File: src/rtl/dds_pkg.sv
package dds_pkg;
   typedef enum logic [2:0] {
      CH_IDLE      = 3'd0,
      CH_FIFO_WAIT = 3'd1,
      CH_BEGIN     = 3'd2,
      CH_COPY      = 3'd3,
      CH_DONE      = 3'd4
   } ch_state_e;

   localparam int          STAT_W      = 32;
   localparam logic [31:0] STAT_BUSY_V = 32'h4000_0000;
   localparam logic [31:0] STAT_DONE_V = 32'h8000_0000;
endpackage

File: src/rtl/dds_chan.sv
module dds_chan
   import dds_pkg::*;
#(
   parameter bit IS_RX  = 1'b1,
   parameter int ADDR_W = 48,
   parameter int LEN_W  = 16
) (
   input  logic                    clk,
   input  logic                    rst_n,
   input  logic                    soft_rst,
   input  logic                    en,
   input  logic                    desc_wr,
   input  logic [ADDR_W+LEN_W-1:0] desc_in,
   input  logic                    fifo_ok,
   input  logic [LEN_W-1:0]        pkt_bytes,
   input  logic [LEN_W-1:0]        fifo_free,
   input  logic [LEN_W-1:0]        max_copy,
   input  logic                    grant,
   input  logic                    done_me,
   output ch_state_e               state_o,
   output logic                    req_o,
   output logic [ADDR_W-1:0]       xfer_addr,
   output logic [LEN_W-1:0]        xfer_len,
   output logic [STAT_W-1:0]       status_o,
   output logic                    ev_dma,
   output logic                    ev_full,
   output logic                    full_flag,
   output logic                    fifo_op
);
   localparam int DESC_W = ADDR_W + LEN_W;

   ch_state_e          st;
   logic [DESC_W-1:0]  desc_q;
   logic [LEN_W-1:0]   pkt_q;
   logic [STAT_W-1:0]  stat_q;
   logic [STAT_W-1:0]  done_stat;
   logic [LEN_W-1:0]   d_len;
   logic               finish;

   assign d_len     = desc_q[LEN_W-1:0];
   assign xfer_addr = desc_q[DESC_W-1:LEN_W];
   assign finish    = (st == CH_COPY) && done_me;

   generate
      if (IS_RX) begin : g_rx
         logic unused_tx_in;
         assign unused_tx_in = ^{fifo_free, max_copy};
         assign xfer_len  = (pkt_q < d_len) ? pkt_q : d_len;
         assign done_stat = stat_q | STAT_DONE_V;
         assign ev_full   = 1'b0;
         assign full_flag = 1'b0;
      end else begin : g_tx
         logic             unused_pkt;
         logic [LEN_W-1:0] space_left;
         logic             short_space;
         logic             hit_q;
         logic             flag_q;
         assign unused_pkt  = ^pkt_q;
         assign xfer_len    = d_len;
         assign done_stat   = STAT_DONE_V | STAT_W'(xfer_len);
         assign space_left  = (fifo_free >= xfer_len) ? (fifo_free - xfer_len) : '0;
         assign short_space = space_left < max_copy;
         always_ff @(posedge clk or negedge rst_n) begin
            if (!rst_n) begin
               hit_q  <= 1'b0;
               flag_q <= 1'b0;
            end else if (soft_rst) begin
               hit_q  <= 1'b0;
               flag_q <= 1'b0;
            end else if (finish) begin
               hit_q <= short_space;
               if (short_space) flag_q <= 1'b1;
            end
         end
         assign ev_full   = (st == CH_DONE) && hit_q;
         assign full_flag = flag_q;
      end
   endgenerate

   always_ff @(posedge clk or negedge rst_n) begin
      if (!rst_n) begin
         st     <= CH_IDLE;
         desc_q <= '0;
         pkt_q  <= '0;
         stat_q <= '0;
      end else if (soft_rst) begin
         st     <= CH_IDLE;
         desc_q <= '0;
         pkt_q  <= '0;
         stat_q <= '0;
      end else begin
         unique case (st)
            CH_IDLE: if (desc_wr) begin
               desc_q <= desc_in;
               stat_q <= STAT_BUSY_V;
               if (en) st <= CH_FIFO_WAIT;
            end
            CH_FIFO_WAIT: if (fifo_ok) begin
               pkt_q <= pkt_bytes;
               st    <= CH_BEGIN;
            end
            CH_BEGIN: if (grant) st <= CH_COPY;
            CH_COPY: if (done_me) begin
               stat_q <= done_stat;
               st     <= CH_DONE;
            end
            CH_DONE: st <= CH_IDLE;
            default: st <= CH_IDLE;
         endcase
      end
   end

   assign state_o  = st;
   assign req_o    = (st == CH_BEGIN);
   assign status_o = stat_q;
   assign ev_dma   = (st == CH_DONE);
   assign fifo_op  = (st == CH_DONE);
endmodule

File: src/rtl/dds_arb.sv
module dds_arb (
   input  logic clk,
   input  logic rst_n,
   input  logic soft_rst,
   input  logic rx_req,
   input  logic tx_req,
   input  logic eng_busy,
   input  logic eng_done,
   input  logic eng_owner_rx,
   output logic gnt_rx,
   output logic gnt_tx
);
   logic prefer_rx;

   assign gnt_rx = !eng_busy && rx_req && (!tx_req || prefer_rx);
   assign gnt_tx = !eng_busy && tx_req && (!rx_req || !prefer_rx);

   always_ff @(posedge clk or negedge rst_n) begin
      if (!rst_n)         prefer_rx <= 1'b1;
      else if (soft_rst)  prefer_rx <= 1'b1;
      else if (eng_done)  prefer_rx <= !eng_owner_rx;
   end
endmodule

File: src/rtl/dds_engine.sv
module dds_engine #(
   parameter int ADDR_W      = 48,
   parameter int LEN_W       = 16,
   parameter int LAT_BASE    = 4,
   parameter int LAT_PER_BLK = 2,
   parameter int BLK_SHIFT   = 6
) (
   input  logic              clk,
   input  logic              rst_n,
   input  logic              soft_rst,
   input  logic              start,
   input  logic              start_rx,
   input  logic [ADDR_W-1:0] start_addr,
   input  logic [LEN_W-1:0]  start_len,
   output logic              busy,
   output logic              done,
   output logic              owner_rx,
   output logic [ADDR_W-1:0] addr,
   output logic [LEN_W-1:0]  len,
   output logic              wr
);
   localparam int MAX_BLK  = ((1 << LEN_W) - 1 + (1 << BLK_SHIFT) - 1) >> BLK_SHIFT;
   localparam int MAX_LAT  = LAT_BASE + MAX_BLK * LAT_PER_BLK + 1;
   localparam int CNT_W    = $clog2(MAX_LAT + 1);
   localparam int BLK_MASK = (1 << BLK_SHIFT) - 1;

   logic [LEN_W:0]   blk_sum;
   logic [LEN_W:0]   blocks;
   logic [CNT_W-1:0] lat_raw;
   logic [CNT_W-1:0] lat;
   logic [CNT_W-1:0] cnt;

   assign blk_sum = {1'b0, start_len} + (LEN_W+1)'(BLK_MASK);
   assign blocks  = blk_sum >> BLK_SHIFT;
   assign lat_raw = CNT_W'(LAT_BASE) + CNT_W'(blocks) * CNT_W'(LAT_PER_BLK);
   assign lat     = (lat_raw == '0) ? CNT_W'(1) : lat_raw;
   assign done    = busy && (cnt == CNT_W'(1));

   always_ff @(posedge clk or negedge rst_n) begin
      if (!rst_n) begin
         busy <= 1'b0; cnt <= '0; owner_rx <= 1'b0;
         addr <= '0;   len <= '0; wr <= 1'b0;
      end else if (soft_rst) begin
         busy <= 1'b0; cnt <= '0; owner_rx <= 1'b0;
         addr <= '0;   len <= '0; wr <= 1'b0;
      end else if (start) begin
         busy     <= 1'b1;
         cnt      <= lat;
         owner_rx <= start_rx;
         wr       <= start_rx;
         addr     <= start_addr;
         len      <= start_len;
      end else if (busy) begin
         if (done) busy <= 1'b0;
         else      cnt  <= cnt - CNT_W'(1);
      end
   end
endmodule

File: src/rtl/dma_dual_seq.sv
module dma_dual_seq
   import dds_pkg::*;
#(
   parameter int ADDR_W      = 48,
   parameter int LEN_W       = 16,
   parameter int LAT_BASE    = 4,
   parameter int LAT_PER_BLK = 2,
   parameter int BLK_SHIFT   = 6
) (
   input  logic                    clk,
   input  logic                    rst_n,
   input  logic                    soft_rst,
   input  logic                    rx_en,
   input  logic                    tx_en,
   input  logic                    rx_desc_wr,
   input  logic [ADDR_W+LEN_W-1:0] rx_desc_data,
   input  logic                    tx_desc_wr,
   input  logic [ADDR_W+LEN_W-1:0] tx_desc_data,
   input  logic                    rx_pkt_valid,
   input  logic [LEN_W-1:0]        rx_pkt_bytes,
   input  logic [LEN_W-1:0]        tx_fifo_free,
   input  logic [LEN_W-1:0]        tx_max_copy,
   output logic                    dma_busy,
   output logic                    dma_wr,
   output logic [ADDR_W-1:0]       dma_addr,
   output logic [LEN_W-1:0]        dma_len,
   output logic [STAT_W-1:0]       rx_status,
   output logic [STAT_W-1:0]       tx_status,
   output logic                    ev_rx_dma,
   output logic                    ev_tx_dma,
   output logic                    ev_tx_full,
   output logic                    tx_full,
   output logic                    rx_pkt_pop,
   output logic                    tx_pkt_push
);
   generate
      if (ADDR_W + LEN_W != 64) begin : g_bad_desc
         $error("descriptor must be 64 bits wide");
      end
      if (LEN_W > STAT_W - 2) begin : g_bad_len
         $error("length field collides with status flags");
      end
      if (BLK_SHIFT >= LEN_W || BLK_SHIFT < 1) begin : g_bad_blk
         $error("block size out of range");
      end
   endgenerate

   ch_state_e         rx_st, tx_st;
   logic              rx_req, tx_req, gnt_rx, gnt_tx;
   logic              eng_done, eng_owner_rx;
   logic [ADDR_W-1:0] rx_addr, tx_addr;
   logic [LEN_W-1:0]  rx_len, tx_len;
   logic              rx_ev_full_unused, rx_full_unused;

   dds_chan #(.IS_RX(1'b1), .ADDR_W(ADDR_W), .LEN_W(LEN_W)) u_rx (
      .clk(clk), .rst_n(rst_n), .soft_rst(soft_rst), .en(rx_en),
      .desc_wr(rx_desc_wr), .desc_in(rx_desc_data),
      .fifo_ok(rx_pkt_valid), .pkt_bytes(rx_pkt_bytes),
      .fifo_free('0), .max_copy('0),
      .grant(gnt_rx), .done_me(eng_done && eng_owner_rx),
      .state_o(rx_st), .req_o(rx_req), .xfer_addr(rx_addr), .xfer_len(rx_len),
      .status_o(rx_status), .ev_dma(ev_rx_dma), .ev_full(rx_ev_full_unused),
      .full_flag(rx_full_unused), .fifo_op(rx_pkt_pop)
   );

   dds_chan #(.IS_RX(1'b0), .ADDR_W(ADDR_W), .LEN_W(LEN_W)) u_tx (
      .clk(clk), .rst_n(rst_n), .soft_rst(soft_rst), .en(tx_en),
      .desc_wr(tx_desc_wr), .desc_in(tx_desc_data),
      .fifo_ok(tx_fifo_free >= tx_max_copy), .pkt_bytes('0),
      .fifo_free(tx_fifo_free), .max_copy(tx_max_copy),
      .grant(gnt_tx), .done_me(eng_done && !eng_owner_rx),
      .state_o(tx_st), .req_o(tx_req), .xfer_addr(tx_addr), .xfer_len(tx_len),
      .status_o(tx_status), .ev_dma(ev_tx_dma), .ev_full(ev_tx_full),
      .full_flag(tx_full), .fifo_op(tx_pkt_push)
   );

   dds_arb u_arb (
      .clk(clk), .rst_n(rst_n), .soft_rst(soft_rst),
      .rx_req(rx_req), .tx_req(tx_req), .eng_busy(dma_busy),
      .eng_done(eng_done), .eng_owner_rx(eng_owner_rx),
      .gnt_rx(gnt_rx), .gnt_tx(gnt_tx)
   );

   dds_engine #(
      .ADDR_W(ADDR_W), .LEN_W(LEN_W), .LAT_BASE(LAT_BASE),
      .LAT_PER_BLK(LAT_PER_BLK), .BLK_SHIFT(BLK_SHIFT)
   ) u_eng (
      .clk(clk), .rst_n(rst_n), .soft_rst(soft_rst),
      .start(gnt_rx || gnt_tx), .start_rx(gnt_rx),
      .start_addr(gnt_rx ? rx_addr : tx_addr),
      .start_len(gnt_rx ? rx_len : tx_len),
      .busy(dma_busy), .done(eng_done), .owner_rx(eng_owner_rx),
      .addr(dma_addr), .len(dma_len), .wr(dma_wr)
   );
endmodule

File: config.mk
export PLATFORM = sky130hd
export DESIGN_NAME = dma_dual_seq
export DESIGN_NICKNAME = d
export VERILOG_FILES = /design/src/rtl/dds_pkg.sv /design/src/rtl/dds_chan.sv /design/src/rtl/dds_arb.sv /design/src/rtl/dds_engine.sv /design/src/rtl/dma_dual_seq.sv
export SDC_FILE = /design/constraint.sdc
export NUM_CORES = 1
export LEC_CHECK = 0
export BUFFER_PORTS_ARGS = -buffer_cell sky130_fd_sc_hd__buf_2
export CAP_MARGIN = 20
export CORE_MARGIN = 2
export CORE_UTILIZATION = 59
export DETAILED_ROUTE_END_ITERATION = 8
export GPL_TIMING_DRIVEN = 0
export MAX_ROUTING_LAYER = met4
export PLACE_DENSITY = 0.92
export REMOVE_ABC_BUFFERS = 1
export SYNTH_ARGS = -nofsm -noshare
export SYNTH_HDL_FRONTEND = slang
export SYNTH_HIERARCHICAL = 1
export SYNTH_SLANG_ARGS = --single-unit
File: constraint.sdc
create_clock -name clk -period 12.7 [get_ports clk]
set_input_delay 0.635 -clock clk [delete_from_list [all_inputs] [get_ports clk]]
set_output_delay 0.635 -clock clk [all_outputs]
set_load 0.02 [all_outputs]
==> impl_metrics.py, run 1 <==
metrics = {
    "timing": {
        "setup_tns_ns": 0,
        "fmax_mhz": 172,
        "fin_crit_ns": 5.80,
        "maxSlewHeadroom": 0.363,
        "period_share": 0.457,
        "setup_viol": 0,
        "drv_slew": 0,
        "hold_viol_final": 0,
        "worst_slew_pin_slew_ns": 0.953,
        "rsz0062_at_grt": "false",
        "clock_skew_ns": 0.0203,
    },
    "floorplan": {
        "start_util": 0.601,
        "rows": 56,
        "fp.dieW_um": 159,
        "core-area_um2": 23500,
        "io_pins": 320,
        "die_h_um": 159,
        "die_area_um2": 25300,
    },
    "grt": {
        "grt.overflow.total": 0,
        "antenna_found_initial": 10,
        "grt_max_degree": 107,
        "track_usage": 0.307,
        "grt_pass1_wl_mm": 61.0,
        "grt_pass1_vias": 11700,
    },
    "clocking": {
        "numCtsBuffers": 26,
        "tritoncts": "built",
        "cts_setup_buffers": 0,
        "ctsResizeCount": 0,
        "htreeDepth": 1,
        "root_buffer": "clkbuf_16",
        "cts.sinks": 251,
        "worstSkewPairLatency_ns": 0.54,
        "clkSlewWorstSetupHoldPaths_ns": 0.06,
        "cts.path.max_buffers": 3,
        "cts_hold_buffers": 0,
    },
    "routing": {
        "postRouteAntennaNets": 0,
        "drt_iter0_markers": 828,
        "wire_per_inst_um": 19.8,
        "drtPass1Iterations": 5,
        "finalWirelength_mm": 38.5,
        "vias": 11400,
        "post-route-drc-count": 0,
        "vias_per_cell": 5.88,
    },
    "setup_path": {
        "critPathRequiredTime_ns": 13.08,
        "critPathLaunchType": "flip-flop",
        "cp_max_fo": 16,
        "r2r_cells": 17,
        "arrival_ns": 6.18,
        "end_kind": "flip-flop",
        "path_class": "reg -> reg",
    },
    "power_and_ir_drop": {
        "pwr_density_cell_nw_per_um2": 126,
        "ir_worst_vdd_mv": 0.113,
        "leakage_uw": 0.00819,
    },
    "place": {
        "gp_congestion": 0.868,
        "hpwl_mm": 26.8,
        "portBuffers": 275,
        "dp.cells": 1887,
    },
    "layout": {
        "area_growth_pct": 14.7,
        "nets": 1847,
        "final_layout_size_suffix_gt1_frac": 0.243,
        "instances_no_fill": 1941,
        "fill_cells": 1655,
    },
    "status": {
        "status": "finished clean",
    },
    "yosys": {
        "avgSynthCellArea_um2": 10.1,
        "synth_cells": 1402,
        "ys_warn_count": 6,
        "syn_area_um2": 14200,
    },
    "min_path": {
        "hp-class": "in -> async",
    },
    "flow_run": {
        "drv_cap": 0,
    },
}
[cell usage in the layout (no fill, tap or decap), drive strengths merged, types with 7 or more instances in the layout]
cell type,n
buf,293
dfrtp,250
nand2,165
nor2,113
a21oi,104
a22o,96
mux2,82
inv,76
mux2i,67
ha,65
conb,44
clkbuf,37
nor3,16
o21ai,15
xnor2,15
nand3,14
diode,11
nand2b,11
nand4,9
a21o,9
xor2,9
a31oi,8
nor2b,8
a211oi,7
o211ai,7
[per-layer routing]
metal | track usage | vias to the layer above | part of all wire
met5 | - | - | 0
met4 | 0.112 | 0 | 0.035
met3 | 0.0724 | 98 | 0.089
met2 | 0.508 | 601 | 0.49
met1 | 0.370 | 5561 | 0.39
li1 | - | 5148 | -
[critical path, stage by stage (launching register included)]
cell and delay [ns]:
dfrtp_1 0.39, inv_1 0.06, ha_1 0.29, and4_1 0.31
nand4_1 0.12, a2111oi_1 0.55, a211o_1 0.76, mux2_1 0.42
mux2_1 0.34, nor4_2 0.70, a21bo_2 0.27, xnor2_1 0.18
ha_1 0.32, nand2_1 0.10, a31oi_1 0.28, nand2_1 0.11
xor2_1 0.29, o221ai_1 0.16
[registers in the layout, summed over array words and instances (netlist names), 3 cells and up]
register	flops
u_eng/addr	48
u_eng/cnt	12
u_eng/len	16
u_rx/desc_q	64
u_rx/pkt_q	16
u_rx/state_o	3
u_tx/desc_q	64
u_tx/state_o	3
u_tx/status_o	18
[path summary, 6_finish.rpt]
path,start,end,slack [ns]
setup reg to reg,u_rx/desc_q[14]$_DFFE_PN0P_,u_eng/cnt[8]$_DFFE_PN0P_,6.90
hold reg to reg,u_tx/status_o[31]$_DFFE_PN0P_,u_tx/status_o[31]$_DFFE_PN0P_,0.48
min in group clk,rx_pkt_bytes[4],u_rx/pkt_q[4]$_DFFE_PN0P_,0.31
max in group asynchronous,rst_n,u_eng/len[9]$_DFFE_PN0P_,11.36
setup / recovery,u_rx/desc_q[14]$_DFFE_PN0P_,u_eng/cnt[8]$_DFFE_PN0P_,6.90
hold / removal,rst_n,u_rx/status_o[30]$_DFFE_PN0P_,0.02
[area by class of cell]
class	count	area [um^2]	share of cell area
inverters	76	285	0.0176
flip-flops and latches	251	6280	0.387
clock buffers	36	759	0.0468
clock inverters	6	82.6	0.00508
multi-input cells	948	6690	0.412
diodes	11	27.5	0.00169
repair buffers	294	1720	0.106
well taps	319	399	0.0246
[report_power, final]
group | internal (uW) | switching [uW]
Sequential | 839 | 33.4
Clock | 453 | 315
Combinational | 166 | 238
Total | 1460 | 587
[per-stage QoR]
step,worst slack (ns),power [uW],utilization,cell area [um^2],hold slack [ns]
2_1_floorplan,8.13,1130,-,13200,0.339
3_3_place_gp,5.18,1250,0.637,15000,0.457
3_5_place_dp,7.03,1280,0.653,15400,0.465
4_1_cts,7.00,2040,0.689,16200,0.0512
5_1_grt,6.62,2130,0.690,16200,0.0627
6_report,6.90,2040,0.690,16200,0.0239
Note: power is estimated with default switching activity, not from simulation.
==> inputs of run 2 (changes only) <==
Settings changed: CORE_UTILIZATION 59 to 50, PLACE_DENSITY 0.92 to 0.84.
Clock period 12.7 ns to 5.2 ns, I/O delays scaled along.
==> impl_metrics.py, run 2 (same netlist as run 1, synthesis figures left out) <==
metrics = {
    "status": {
        "status": "finished clean",
    },
    "place": {
        "portBuffers": 275,
        "dp_slack_ns": -0.674,
        "hpwl_mm": 26.8,
        "gp_congestion": 0.843,
        "dp.cells": 1946,
    },
    "clocking": {
        "worstSkewPairLatency_ns": 0.53,
        "tritoncts": "built",
        "numCtsBuffers": 27,
        "htreeDepth": 1,
        "root_buffer": "clkbuf_16",
        "clkSlewWorstSetupHoldPaths_ns": 0.06,
        "cts.sinks": 251,
        "cts.path.max_buffers": 3,
    },
    "setup_path": {
        "end_kind": "flip-flop",
        "arrival_ns": 5.41,
        "cp_max_fo": 6,
        "worstPathCellList": "inv_1, ha_1, and4_1, nand4_1, a2111oi_2, a211o_2, buf_4, mux2_1, mux2_1, nor4_4, buf_4, a21bo_2, xnor2_1, ha_2, nand2_1, a31oi_1, nor3b_1, xnor2_1, o22ai_1",
        "critPathRequiredTime_ns": 5.61,
        "critical_path.top_delay_family": "compound AO/OA/AOI/OAI gates",
        "path_class": "reg -> reg",
        "crit_slowest_cell": "a2111oi_2",
        "critPathBufInv": 3,
        "slowest_delay_ns": 0.49,
        "critPathLaunchType": "flip-flop",
        "rrSetupSlack_ns": 0.20,
    },
    "min_path": {
        "hp-class": "in -> reg",
    },
    "layout": {
        "fin_util": 0.642,
        "nets": 1996,
        "instances_no_fill": 2150,
        "layout_common_cells": "273 x buf_2, 250 x dfrtp_1, 165 x nand2_1, 144 x dlygate4sd3_1, 111 x nor2_1",
        "layout_commonest_cell": "buf_2",
        "area_growth_pct": 26.4,
        "reg.largest.list": "u_rx/desc_q (64), u_tx/desc_q (64), u_eng/addr (48)",
        "final_layout_size_suffix_gt1_frac": 0.228,
    },
    "timing": {
        "fin_crit_ns": 5.00,
        "setup_tns_ns": 0,
        "period_share": 0.962,
        "maxSlewHeadroom": 0.330,
        "drv_slew": 0,
        "clock_skew_ns": 0.0110,
        "hold_viol_final": 0,
        "worst_slew_pin_slew_ns": 0.995,
        "setup_viol": 0,
        "fmax_mhz": 200,
        "worst_slack_ns": 0.197,
    },
    "floorplan": {
        "die_area_um2": 29700,
        "fp.dieW_um": 172,
        "io_pins": 320,
        "start_util": 0.508,
        "core-area_um2": 27900,
        "rows": 61,
        "die_h_um": 172,
    },
    "grt": {
        "grt_pass1_wl_mm": 65.8,
        "grt_pass1_vias": 12300,
        "grt.overflow.total": 0,
        "track_usage": 0.291,
        "grt_max_degree": 122,
        "antenna_found_initial": 6,
    },
    "power_and_ir_drop": {
        "pwr_density_cell_nw_per_um2": 294,
        "ir_worst_vdd_mv": 0.281,
        "leakage_uw": 0.00886,
        "p_total_uw": 5260,
    },
    "routing": {
        "vias_per_cell": 5.65,
        "post-route-drc-count": 0,
        "drtPass1Iterations": 5,
        "wire_per_inst_um": 19.9,
        "finalWirelength_mm": 42.8,
        "drt_iter0_markers": 863,
        "postRouteAntennaNets": 0,
        "vias": 12100,
    },
    "flow_run": {
        "drv_cap": 0,
    },
}
[run 2: cell types whose count changed in the layout (fill, tap and decap cells not counted), moves of 2 or more]
| cell | before | now |
|---|---|---|
| dlygate4sd3_1 | 0 | 144 |
| clkbuf_1 | 4 | 6 |
| bufinv_16 | 2 | 4 |
| diode_2 | 11 | 8 |
| buf_4 | 2 | 7 |
[run 2: path summary, 6_finish.rpt]
check                                         startpoint                       endpoint  cells past startpoint
max                          u_rx/desc_q[13]$_DFFE_PN0P_      u_eng/cnt[10]$_DFFE_PN0P_                     19
min                                     rx_desc_data[29]    u_rx/desc_q[29]$_DFFE_PN0P_                      3
max reg2reg                  u_rx/desc_q[13]$_DFFE_PN0P_      u_eng/cnt[10]$_DFFE_PN0P_                     19
min reg2reg                u_tx/status_o[30]$_DFFE_PN0P_  u_tx/status_o[30]$_DFFE_PN0P_                      1
max in group asynchronous                          rst_n     u_rx/pkt_q[12]$_DFFE_PN0P_                      3
min in group asynchronous                          rst_n     u_eng/addr[24]$_DFFE_PN0P_                      2
[run 2: stage by stage]
step	hold WS [ns]	instance area, um^2
6_report	0.0518	17900
5_1_grt	0.0356	17900
4_1_cts	0.0230	17800
3_5_place_dp	0.101	15500
3_3_place_gp	0.464	15100
2_1_floorplan	-0.0356	13200
[run 2: report_power, final]
group / switching, uW / internal, uW
Clock: 809 / 1220
Combinational: 615 / 488
Sequential: 84.7 / 2050
Total: 1510 / 3760
[run 2: layer usage]
| metal | wire length [um] | global-route usage | vias up |
|---|---|---|---|
| met2 | 20500 | 0.481 | 636 |
| met1 | 17200 | 0.361 | 5954 |
| met4 | 1470 | 0.0968 | 0 |
| met3 | 3590 | 0.0581 | 107 |
| li1 | - | - | 5448 |
| met5 | 0 | - | - |
[run 2: area by class of cell]
type                            count  area, um^2
Inverter                           76         285
Clock buffer                       38         767
Sequential cell                   251        6280
Multi-Input combinational cell    948        6710
Clock inverter                      9         148
Antenna cell                        8        20.0
Fill cell                        2031        9970
Timing Repair Buffer              442        3210
Tap cell                          378         473
[run 2: worst register-to-register path, cell delays in order (launching register included)]
cell and delay (ns):
dfrtp_1 0.38, inv_1 0.06, ha_1 0.29, and4_1 0.32, nand4_1 0.15, a2111oi_2 0.49
a211o_2 0.26, buf_4 0.14, mux2_1 0.33, mux2_1 0.36, nor4_4 0.27, buf_4 0.19
a21bo_2 0.16, xnor2_1 0.21, ha_2 0.33, nand2_1 0.09, a31oi_1 0.33, nor3b_1 0.27
xnor2_1 0.16, o22ai_1 0.10
[run 2: timing repair]
item                       in CTS  in global routing
pin swaps                       1                  1
buffers inserted                3                  2
gates resized for setup         2                  3
hold endpoints to repair      393                  0
hold buffers                  144                  0
setup endpoints to repair       6                  4
==> inputs of run 3 (changes only) <==
Settings changed: GPL_ROUTABILITY_DRIVEN from default to 1, PLACE_DENSITY 0.84 to default, PLACE_DENSITY_LB_ADDON from default to 0.05, SLEW_MARGIN from default to 10.
==> impl_metrics.py, run 3 (same netlist as run 1, synthesis figures left out) <==
metrics = {
    "layout": {
        "instances_no_fill": 2152,
        "reg.largest.list": "u_rx/desc_q (64), u_tx/desc_q (64), u_eng/addr (48)",
        "nets": 1998,
        "fin_util": 0.643,
        "layout_commonest_cell": "buf_2",
        "layout_common_cells": "273 x buf_2, 250 x dfrtp_1, 165 x nand2_1, 145 x dlygate4sd3_1, 111 x nor2_1",
        "area_growth_pct": 26.5,
        "final_layout_size_suffix_gt1_frac": 0.228,
    },
    "routing": {
        "wl_met1_mm": 16.5,
        "drt_iter0_markers": 536,
        "wl_met3_mm": 2.39,
        "wire_per_inst_um": 17.6,
        "post-route-drc-count": 0,
        "finalWirelength_mm": 37.8,
        "vias": 11300,
        "postRouteAntennaNets": 0,
        "dr.max_layer_used": "met4",
        "drtPass1Iterations": 4,
        "wl_met2_mm": 18.0,
        "vias_per_cell": 5.23,
    },
    "setup_path": {
        "path_class": "reg -> reg",
        "worstPathCellList": "inv_1, ha_1, and4_1, nand4_1, a2111oi_1, a211o_2, mux2_1, mux2_1, nor4_4, a21bo_2, xnor2_1, ha_1, nand2_1, a31oi_1, nor3b_1, xnor2_1, o22ai_1",
        "end_kind": "flip-flop",
        "cp_max_fo": 7,
        "slowest_delay_ns": 0.60,
        "critPathLaunchType": "flip-flop",
        "crit_slowest_cell": "nor4_4",
        "arrival_ns": 5.42,
        "startpoint": "u_rx/desc_q[15]$_DFFE_PN0P_",
        "critPathRequiredTime_ns": 5.62,
        "r2r_start": "u_rx/desc_q[15]$_DFFE_PN0P_",
    },
    "timing": {
        "maxSlewHeadroom": 0.276,
        "worst_slew_pin_slew_ns": 1.08,
        "drv_slew": 0,
        "setup_viol": 0,
        "rsz0062_at_grt": "false",
        "fin_crit_ns": 5.01,
        "hold_viol_final": 0,
        "fmax_mhz": 200,
        "period_share": 0.963,
        "clock_skew_ns": 0.0119,
    },
    "clocking": {
        "clkSlewWorstSetupHoldPaths_ns": 0.06,
        "tritoncts": "built",
        "cts.path.max_buffers": 3,
        "worstSkewPairLatency_ns": 0.55,
        "cts.sinks": 251,
        "htreeDepth": 1,
        "root_buffer": "clkbuf_16",
        "numCtsBuffers": 29,
    },
    "grt": {
        "antenna_found_initial": 5,
        "track_usage": 0.261,
        "grt_pass1_vias": 11400,
        "grt.overflow.total": 0,
        "grt_pass1_wl_mm": 59.6,
        "grt_max_degree": 93,
    },
    "floorplan": {
        "die_h_um": 172,
        "io_pins": 320,
        "core-area_um2": 27900,
        "fp.dieW_um": 172,
        "die_area_um2": 29700,
        "start_util": 0.508,
        "rows": 61,
    },
    "power_and_ir_drop": {
        "pwr_density_cell_nw_per_um2": 291,
        "leakage_uw": 0.00888,
        "p_total_uw": 5210,
        "ir_worst_vdd_mv": 0.253,
    },
    "status": {
        "status": "finished clean",
    },
    "place": {
        "dp.cells": 1948,
        "hpwl_mm": 26.1,
        "gp_congestion": 0.864,
        "portBuffers": 275,
    },
    "flow_run": {
        "drv_cap": 0,
    },
    "min_path": {
        "min-delay-start": "rx_pkt_valid",
        "hp-class": "in -> reg",
    },
}
## run 3: timing repair
action | in CTS | in global routing
hold endpoints to repair | 213 | 0
setup endpoints to repair | 5 | 0
buffers inserted | 2 | 0
hold buffers | 145 | 0
gates resized for setup | 2 | 0
## run 3: path summary, 6_finish.rpt
| kind | to | slack, ns | cells after the start |
|---|---|---|---|
| max | u_eng/cnt[10]$_DFFE_PN0P_ | 0.19 | 17 |
| min in group asynchronous | u_tx/status_o[1]$_DFFE_PN0P_ | 0.24 | 2 |
| max in group asynchronous | u_eng/addr[2]$_DFFE_PN0P_ | 3.64 | 4 |
| max reg2reg | u_eng/cnt[10]$_DFFE_PN0P_ | 0.19 | 17 |
| min reg2reg | u_tx/status_o[31]$_DFFE_PN0P_ | 0.48 | 1 |
| min | u_rx/state_o[0]$_DFFE_PN0P_ | 0.12 | 4 |
## run 3: layout make-up
type | count | area [um^2]
sequential | 251 | 6280
inverter | 76 | 285
clock inverter | 6 | 57.6
tap | 378 | 473
clock buffer | 46 | 890
antenna | 5 | 12.5
fill | 2278 | 9950
timing repair buffer | 442 | 3200
multi-input combinational | 948 | 6710
## run 3: routing by layer
metal / track usage / up-vias
li1: - / 5432
met1: 0.335 / 5434
met2: 0.429 / 340
met3: 0.0517 / 59
met4: 0.0654 / 0
met5: - / -
## run 3: report_power, final
group	internal [uW]	total (uW)	switching [uW]
clock	1210	2020	807
sequential	2050	2120	73.3
combinational	481	1070	585
## run 3: per-stage QoR
step           setup TNS [ns]  setup slack, ns  hold WS (ns)  cell area, um^2
4_1_cts                     0            0.272        0.0910            17900
2_1_floorplan               0            0.625       -0.0356            13200
3_3_place_gp          -533.44            -2.62         0.473            15100
6_report                    0            0.192         0.118            17900
5_1_grt                     0         0.000543         0.136            17900
3_5_place_dp            -1.88           -0.502         0.257            15500
## run 3: critical path: cells and delay by family, from the launching register on
kind | cells | cell delay [ns]
compound gates | 5 | 1.40
simple gates | 5 | 1.36
mux | 2 | 0.71
fa+ha+maj | 2 | 0.61
flops | 1 | 0.37
xor+xnor | 2 | 0.37
buf+inv | 1 | 0.06
